File: src/rtl/dps_pkg.sv
package dps_pkg;
  // bit positions inside the parity configuration field
  localparam int PAR_GEN = 0;
  localparam int PAR_CHK = 1;

  // even-parity bit of a zero-extended word
  function automatic logic even_bit(input logic [31:0] v);
    return ^v;
  endfunction
endpackage

File: src/rtl/dps_wr_stage.sv
module dps_wr_stage #(
  parameter int AW = 8,
  parameter int WW = 9
) (
  input  logic          clk,
  input  logic          rst_n,
  input  logic          reg_mode,
  input  logic          in_en,
  input  logic [AW-1:0] in_addr,
  input  logic [WW-1:0] in_data,
  output logic          out_en,
  output logic [AW-1:0] out_addr,
  output logic [WW-1:0] out_data
);
  logic          q_en;
  logic [AW-1:0] q_addr;
  logic [WW-1:0] q_data;

  always_ff @(posedge clk) begin
    if (!rst_n) begin
      q_en   <= 1'b0;
      q_addr <= '0;
      q_data <= '0;
    end else begin
      q_en   <= in_en;
      q_addr <= in_addr;
      q_data <= in_data;
    end
  end

  assign out_en   = reg_mode ? q_en   : in_en;
  assign out_addr = reg_mode ? q_addr : in_addr;
  assign out_data = reg_mode ? q_data : in_data;
endmodule

File: src/rtl/dps_fifo_ctl.sv
module dps_fifo_ctl #(
  parameter int AW = 8
) (
  input  logic          clk,
  input  logic          rst_n,
  input  logic          fifo_mode,
  input  logic          push_req,
  input  logic          pop_req,
  output logic [AW-1:0] waddr,
  output logic [AW-1:0] raddr,
  output logic          full,
  output logic          empty,
  output logic [AW:0]   level,
  output logic          push_ok,
  output logic          pop_ok,
  output logic          overflow,
  output logic          underflow
);
  localparam int PW = AW + 1;
  localparam logic [PW-1:0] WRAP = {1'b1, {AW{1'b0}}};
  localparam logic [PW-1:0] ONE  = {{AW{1'b0}}, 1'b1};

  function automatic logic [PW-1:0] ptr_gap(input logic [PW-1:0] w, input logic [PW-1:0] r);
    return w - r;
  endfunction

  function automatic logic ptrs_full(input logic [PW-1:0] w, input logic [PW-1:0] r);
    return (w ^ r) == WRAP;
  endfunction

  function automatic logic ptrs_empty(input logic [PW-1:0] w, input logic [PW-1:0] r);
    return w == r;
  endfunction

  logic [PW-1:0] wptr, rptr;

  assign full    = ptrs_full(wptr, rptr);
  assign empty   = ptrs_empty(wptr, rptr);
  assign level   = ptr_gap(wptr, rptr);
  assign push_ok = fifo_mode && push_req && !full;
  assign pop_ok  = fifo_mode && pop_req && !empty;
  assign waddr   = wptr[AW-1:0];
  assign raddr   = rptr[AW-1:0];

  always_ff @(posedge clk) begin
    if (!rst_n) begin
      wptr      <= '0;
      rptr      <= '0;
      overflow  <= 1'b0;
      underflow <= 1'b0;
    end else begin
      if (push_ok) wptr <= wptr + ONE;
      if (pop_ok)  rptr <= rptr + ONE;
      if (fifo_mode && push_req && full)  overflow  <= 1'b1;
      if (fifo_mode && pop_req && empty)  underflow <= 1'b1;
    end
  end
endmodule

File: src/rtl/dps_array.sv
module dps_array #(
  parameter int AW = 8,
  parameter int WW = 9
) (
  input  logic          clk,
  input  logic          we,
  input  logic [AW-1:0] waddr,
  input  logic [WW-1:0] wdata,
  input  logic [AW-1:0] raddr,
  output logic [WW-1:0] rdata
);
  localparam int DEPTH = 1 << AW;

  logic [WW-1:0] mem [DEPTH];

  always_ff @(posedge clk) begin
    if (we) mem[waddr] <= wdata;
  end

  assign rdata = mem[raddr];
endmodule

File: src/rtl/dps_rd_stage.sv
module dps_rd_stage #(
  parameter int DW = 8
) (
  input  logic        clk,
  input  logic        rst_n,
  input  logic        reg_mode,
  input  logic        chk_en,
  input  logic        fire,
  input  logic [DW:0] arr_data,
  output logic [DW:0] rd_data,
  output logic        par_err
);
  import dps_pkg::*;

  logic        word_bad;
  logic [DW:0] q_data;
  logic        q_err;

  assign word_bad = arr_data[DW] != even_bit(32'(arr_data[DW-1:0]));

  always_ff @(posedge clk) begin
    if (!rst_n) begin
      q_data <= '0;
      q_err  <= 1'b0;
    end else begin
      if (fire) q_data <= arr_data;
      q_err <= fire && chk_en && word_bad;
    end
  end

  assign rd_data = reg_mode ? q_data : arr_data;
  assign par_err = reg_mode ? q_err : (fire && chk_en && word_bad);
endmodule

File: src/rtl/dual_port_store.sv
module dual_port_store #(
  parameter int DW = 8,
  parameter int AW = 8
) (
  input  logic          clk,
  input  logic          rst_n,
  input  logic          cfg_fifo,
  input  logic          cfg_wr_reg,
  input  logic          cfg_rd_reg,
  input  logic [1:0]    cfg_par,
  input  logic          wr_en,
  input  logic [AW-1:0] wr_addr,
  input  logic [DW:0]   wr_data,
  input  logic          rd_en,
  input  logic [AW-1:0] rd_addr,
  output logic [DW:0]   rd_data,
  output logic          par_err,
  output logic          full,
  output logic          empty,
  output logic [AW:0]   level,
  output logic          overflow,
  output logic          underflow
);
  import dps_pkg::*;

  localparam int WW = DW + 1;

  // named internal events, visible to the bound checker
  logic          wq_en;
  logic [AW-1:0] wq_addr;
  logic [WW-1:0] wq_data;
  logic          push_ok, pop_ok, rd_fire;
  logic [AW-1:0] q_waddr, q_raddr;
  logic          arr_we;
  logic [AW-1:0] arr_waddr, arr_raddr;
  logic [WW-1:0] arr_wdata, arr_rdata, gen_word;

  dps_wr_stage #(.AW(AW), .WW(WW)) u_wr (
    .clk(clk), .rst_n(rst_n), .reg_mode(cfg_wr_reg),
    .in_en(wr_en), .in_addr(wr_addr), .in_data(wr_data),
    .out_en(wq_en), .out_addr(wq_addr), .out_data(wq_data)
  );

  dps_fifo_ctl #(.AW(AW)) u_ctl (
    .clk(clk), .rst_n(rst_n), .fifo_mode(cfg_fifo),
    .push_req(wq_en), .pop_req(rd_en),
    .waddr(q_waddr), .raddr(q_raddr),
    .full(full), .empty(empty), .level(level),
    .push_ok(push_ok), .pop_ok(pop_ok),
    .overflow(overflow), .underflow(underflow)
  );

  assign gen_word  = {even_bit(32'(wq_data[DW-1:0])), wq_data[DW-1:0]};
  assign arr_we    = cfg_fifo ? push_ok : wq_en;
  assign arr_waddr = cfg_fifo ? q_waddr : wq_addr;
  assign arr_wdata = cfg_par[PAR_GEN] ? gen_word : wq_data;
  assign arr_raddr = cfg_fifo ? q_raddr : rd_addr;
  assign rd_fire   = cfg_fifo ? pop_ok  : rd_en;

  dps_array #(.AW(AW), .WW(WW)) u_mem (
    .clk(clk), .we(arr_we), .waddr(arr_waddr), .wdata(arr_wdata),
    .raddr(arr_raddr), .rdata(arr_rdata)
  );

  dps_rd_stage #(.DW(DW)) u_rd (
    .clk(clk), .rst_n(rst_n), .reg_mode(cfg_rd_reg),
    .chk_en(cfg_par[PAR_CHK]), .fire(rd_fire),
    .arr_data(arr_rdata), .rd_data(rd_data), .par_err(par_err)
  );
endmodule

File: config.mk
export PLATFORM = sky130hd
export DESIGN_NAME = dual_port_store
export DESIGN_NICKNAME = d
export VERILOG_FILES = /design/src/rtl/dps_pkg.sv /design/src/rtl/dps_wr_stage.sv /design/src/rtl/dps_fifo_ctl.sv /design/src/rtl/dps_array.sv /design/src/rtl/dps_rd_stage.sv /design/src/rtl/dual_port_store.sv
export SDC_FILE = /design/constraint.sdc
export NUM_CORES = 2
export LEC_CHECK = 0
export BUFFER_PORTS_ARGS = -buffer_cell sky130_fd_sc_hd__clkbuf_2
export CORE_MARGIN = 2
export CORE_UTILIZATION = 60
export CTS_CLUSTER_DIAMETER = 80
export CTS_CLUSTER_SIZE = 30
export DETAILED_ROUTE_END_ITERATION = 8
export HOLD_SLACK_MARGIN = 0.05
export PLACE_DENSITY = 0.75
export SYNTH_ARGS = -nofsm -noshare
export SYNTH_HDL_FRONTEND = slang
export SYNTH_HIERARCHICAL = 1
export SYNTH_SLANG_ARGS = --single-unit
File: constraint.sdc
create_clock -name clk -period 17.35 [get_ports clk]
set_input_delay 3.47 -clock clk [delete_from_list [all_inputs] [get_ports clk]]
set_output_delay 3.47 -clock clk [all_outputs]
set_load 0.02 [all_outputs]
# Yosys cells after proc, flatten, opt, wreduce, memory -nomap -nowiden
# Memory sizes are Yosys's and may differ from the RTL's.
# Index checks and enable logic that the tools add are counted.
[totals]
register_bits = 48
ramBits = 2304
inputBits = 34
wordCells = 41
n_memories = 1
[classes]
add_sub_neg = 3
n_eq_ne = 3
muxes = 12
bitwise_logic = 1
n_reduce_logical = 12
[memory_table]
columns = ["memory", "words", "word_bits", "rd", "rd_ports_with_merged_regs", "write_ports", "line", "text"]
rows = [
  ["u_mem.mem", 256, 9, 1, 0, 1, "dps_array.sv:14", "logic [WW-1:0] mem [DEPTH];"],
]
[ops]
columns = ["operator", "count"]
rows = [
  ["$reduce_xor 32->1", 2],
  ["$mux 9", 3],
  ["$mux 8", 3],
  ["$add 9x1->9 const B", 2],
  ["$eq 9x9->1", 1],
  ["$eq 9x9->1 const B", 1],
  ["$sub 9x9->9", 1],
  ["$xor 9x9->9", 1],
  ["$logic_and 1x1->1", 8],
  ["$mux 1", 6],
  ["$logic_not 1->1", 2],
  ["$ne 1x1->1", 1],
]

# Depth between registers and ports, before layout
[depth]
depth_word = 7
ltp_mapped = 17
ltp_nobuf = 11

# Hierarchy
# Netlist, hierarchy kept.
[modules_own_cells]
columns = ["module", "instances", "cells_each", "area_each_um2", "seq_area_each_um2"]
rows = [
  ["dps_array", 1, 4228, 89098.0, 69186.4],
  ["dps_fifo_ctl", 1, 180, 1551.5, 400.4],
  ["dps_wr_stage", 1, 57, 748.2, 360.3],
  ["dps_rd_stage", 1, 50, 573.0, 200.2],
  ["dual_port_store", 1, 29, 285.3, 0.0],
]

# Worst setup path after synthesis
# OpenSTA, ideal clock, no wires.
[synth_timing]
kind = "input to register"
from = "input cfg_wr_reg"
to = "memory u_mem.mem[0][8] (data pin)"
setup_ns = 1.573
t_arrival_ns = 12.931
required_ns = 15.777
path_slack_ns = 2.846
stages = 6
path_cell_list = "buf_6 > mux2_2 > xnor2_1 > xnor2_1 > xnor2_1 > a21oi_1"
[synth_via]
elab_chain_cells = 3
[synth_rtl]
columns = ["item", "line", "text"]
rows = [
  ["start, declared", "dual_port_store.sv:8", "input logic cfg_wr_reg,"],
  ["$mux 9 *", "dps_wr_stage.sv:33", "assign out_data = reg_mode ? q_data : in_data;"],
  ["$reduce_xor 32->1", "dps_pkg.sv:8", "return ^v;"],
  ["$mux 9 *", "dual_port_store.sv:56", "assign arr_wdata = cfg_par[PAR_GEN] ? gen_word : wq_data;"],
  ["via arr_wdata[8]", "dual_port_store.sv:36", "logic [WW-1:0] arr_wdata, arr_rdata, gen_word;"],
  ["end, declared", "dps_array.sv:14", ""],
]
# Mark *: on every way through the listed nets, which the timed path passes. The rest lies on a longest branch.

# Final worst setup path
[layout_timing]
from = "input cfg_fifo"
to = "output par_err"
[layout_via]
elab_chain_cells = 6
word_cells_on_any_way = 10
[layout_rtl]
columns = ["item", "line", "text"]
rows = [
  ["start, declared", "dual_port_store.sv:7", "input logic cfg_fifo,"],
  ["$mux 8", "dual_port_store.sv:57", "assign arr_raddr = cfg_fifo ? q_raddr : rd_addr;"],
  ["via arr_raddr[2]", "dual_port_store.sv:35", "logic [AW-1:0] arr_waddr, arr_raddr;"],
  ["$mem_v2 256x9", "n/a", ""],
  ["via arr_rdata[6]", "dual_port_store.sv:36", ""],
  ["$reduce_xor 32->1", "dps_pkg.sv:8", ""],
  ["$ne 1x1->1", "dps_rd_stage.sv:19", "assign word_bad = arr_data[DW] != even_bit(32'(arr_data[DW-1:0]));"],
  ["$logic_and 1x1->1", "dps_rd_stage.sv:32", "assign par_err = reg_mode ? q_err : (fire && chk_en && word_bad);"],
  ["$mux 1", "dps_rd_stage.sv:32", ""],
  ["end, declared", "dual_port_store.sv:17", "output logic par_err,"],
]
# The timed path passes the listed nets, and every way through them passes these cells.

==> results.md <==
* Ports at 57
* Initial antenna violation count at 5
* CP max FO at 42
* Final #Nets at 4534
* Hold_buf cts at 0
* WHS at 494 ps
* Peak VDD IR at 0.0782 mV
* Final hold violation count at 0
* Asr flop ratio synth at 0%
* Vias in the first global route at 44001
* Clock Path Buffers at 3
* Fmax at 74.5 MHz
* Worst-Margin Slew at 1340 ps
* Total CTS buffers at 96
* Post-Synthesis Cells at roughly 4500
* Total number of vias at approximately 46000
* Number of fillers in the final layout at between 9000 and 10000
* Vias/cell at 7.02
* LEAKAGE at 29.0 nW
* H-tree levels at 3
* Initial DRC Count at 7236
* Clock root buffer: clkbuf_16
* Commonest non-fill, non-tap cell in the layout: edfxtp_1
* Drt first pass iters at 8
* Starting density of the core at around three fifths
* HPWL after DPL at around 130 mm
* # DRC at 0
* Die X at just under 400 microns
* Synth warnings at 6
* Setup repair bufs after CTS at 0
* DR WL/cell at 33.0 microns
* Period utilization at 77.4%
* Netlist cell types at 77
* Crit path required time at 13880 ps
* Syn Nets at 4589
* Power per standard cell area at 103 nW/um^2
* Post-CTS resize count at 0
* Layout cells sized above 1 at 18.2%
* Post-route ant nets at 0
* Slew Limit Fails at 0
* Worst-skew pair later-pin latency at 770 ps
* Total Die Area at 157000 sq um
* GR Overflow Total at 0
* Hold Crit Class: reg2reg
* Row cnt at 143
* Core area at 152000 sq um
* Gpl congestion at a little under 0.9
* Clock transition at path regs at around 110 ps
* Area Growth Syn to Fin at 5.38%
* Arr. time, crit path at 9960 ps
* First-pass GRT wire length at 313 mm
* Post-synth EDFFs at ~2300
* TNS Setup at 0 ps
* CTS tree: built
* Die Height at 396 microns
* Most frequent cells in the layout: edfxtp_1 (2304), mux4_2 (467), nor2_1 (307)
* Drt total wl at 217 mm
* RSZ-0062 raised after global routing: false
* Total GRT Usage at 27.7%
* Setup CP Type: in2out
* Ys flop type: edfxtp_1
* Crit end category: output port
* Synth Cell Area at approximately 90000 sq um
* Min cycle time layout at 13430 ps
* Worst clock skew at between 30 and 40 ps
* Slew HR at 10.0%
* MaxCap Viol Count at 0
* Status: finished clean
* Clock tree sinks at 2352
* FF+latch count, synth at approximately 2400
* Nature of the critical path startpoint: input port
* Avg Cell Area, Syn at 20.3 sq um
* Setup violators final at 0
* Port buffer count at 56
* Pin count of the biggest net entering global routing at 159
* Post-synthesis sequential area ratio at between 70% and 80%
## through the flow
step                      instance area [sq um]  utilization (%)  instances  power (mW)  worst slack, ps
after floorplan                           92300                -       4544        7.00             2850
after global placement                    94200             61.9       6420        7.24             4240
after detailed placement                  94200             61.9       6420        7.26             4160
after CTS                                 97200             63.8       6573        10.0             4130
after global routing                      97200             63.8       6574        10.2             3820
final                                     97200             63.9       6575        9.99             3920
## synthesized netlist by cell type, types with 11 or more instances
library cell	n	area [sq um]
edfxtp_1	2304	69200
mux4_2	467	10500
nor2_1	309	1160
mux2i_1	192	1920
a22oi_1	174	1310
clkbuf_1	124	465
a21oi_1	103	515
o22ai_1	65	407
buf_2	57	285
mux2_2	56	631
nand2_1	56	210
dfxtp_1	48	961
buf_4	46	345
nor2b_1	42	263
o21ai_0	37	185
nand3_1	35	175
o221ai_1	35	307
a211oi_1	29	218
nor4_1	28	175
buf_6	27	304
and2_1	25	156
nor3_1	25	125
xnor2_1	19	166
buf_1	14	52.6
inv_1	14	52.6
nand4_1	14	87.6
buf_8	12	180
nand2b_1	12	75.1
a221oi_1	11	96.3
a31oi_1	11	68.8
## flip-flops by register name, summed over array words and instances (netlist names)
name             count
u_ctl/overflow       1
u_ctl/rptr           9
u_ctl/underflow      1
u_rd/q_err           1
u_wr/q_addr          8
u_ctl/wptr           9
u_rd/q_data          9
u_wr/q_en            1
u_wr/q_data          9
u_mem/mem         2304
## where the power goes
part | total [mW] | internal (mW) | switching, mW
logic | 0.806 | 0.252 | 0.554
registers | 6.33 | 6.33 | 0.00403
clock network | 2.85 | 1.16 | 1.69
## logic make-up (layout without fill, tap and decap cells)
logic type	count (synthesis)	count (layout)	synth area share (%)
mux	734	734	14.6
other cells	0	1	0
compound gates	533	533	3.99
flops	2352	2352	76.0
xor+xnor	23	23	0.270
fa+ha+maj	11	11	0.157
buf+inv	301	301	1.96
simple gates	590	590	3.00
## worst paths after layout
kind | slack [ps] | start | cells after the start | end
max reg2reg | 10990 | u_ctl/rptr[1]$_SDFFE_PN0P_ | 12 | u_rd/q_err$_SDFF_PN0_
min | 490 | u_ctl/rptr[4]$_SDFFE_PN0P_ | 2 | u_ctl/rptr[4]$_SDFFE_PN0P_
max | 3920 | cfg_fifo | 15 | par_err
min reg2reg | 490 | u_ctl/rptr[4]$_SDFFE_PN0P_ | 2 | u_ctl/rptr[4]$_SDFFE_PN0P_
## layout make-up
cell class	count	area, sq um	share of cell area (%)
Sequential cell	2352	70100	72.2
Multi-Input combinational cell	1891	20500	21.1
Tap cell	2030	2540	2.61
Clock buffer	112	2500	2.58
Timing Repair Buffer	133	950	0.977
Clock inverter	41	514	0.529
Inverter	15	56.3	0.0579
Antenna cell	1	2.50	0.00257
## metal layers
layer  wire length [microns]  global-route usage (%)  part of all wire, %
met3                   28900                    6.71                   13
met4                    4850                    6.25                  2.2
met5                     179                   0.677                0.083
met1                   83700                    42.6                   39
met2                   99100                    40.9                   46
## worst max-delay path: stages
cell and delay (ps):
clkbuf_2 480, mux2_4 520, buf_4 690, clkinv_1 960, nand2_1 590, o22ai_1 200, nor3_1 630, nor4_1 120
buf_4 200, nor4_1 570, xnor2_1 210, xnor3_1 280, xnor2_1 630, o31ai_1 140, clkbuf_2 190
Power figures use the tool's default switching activity.
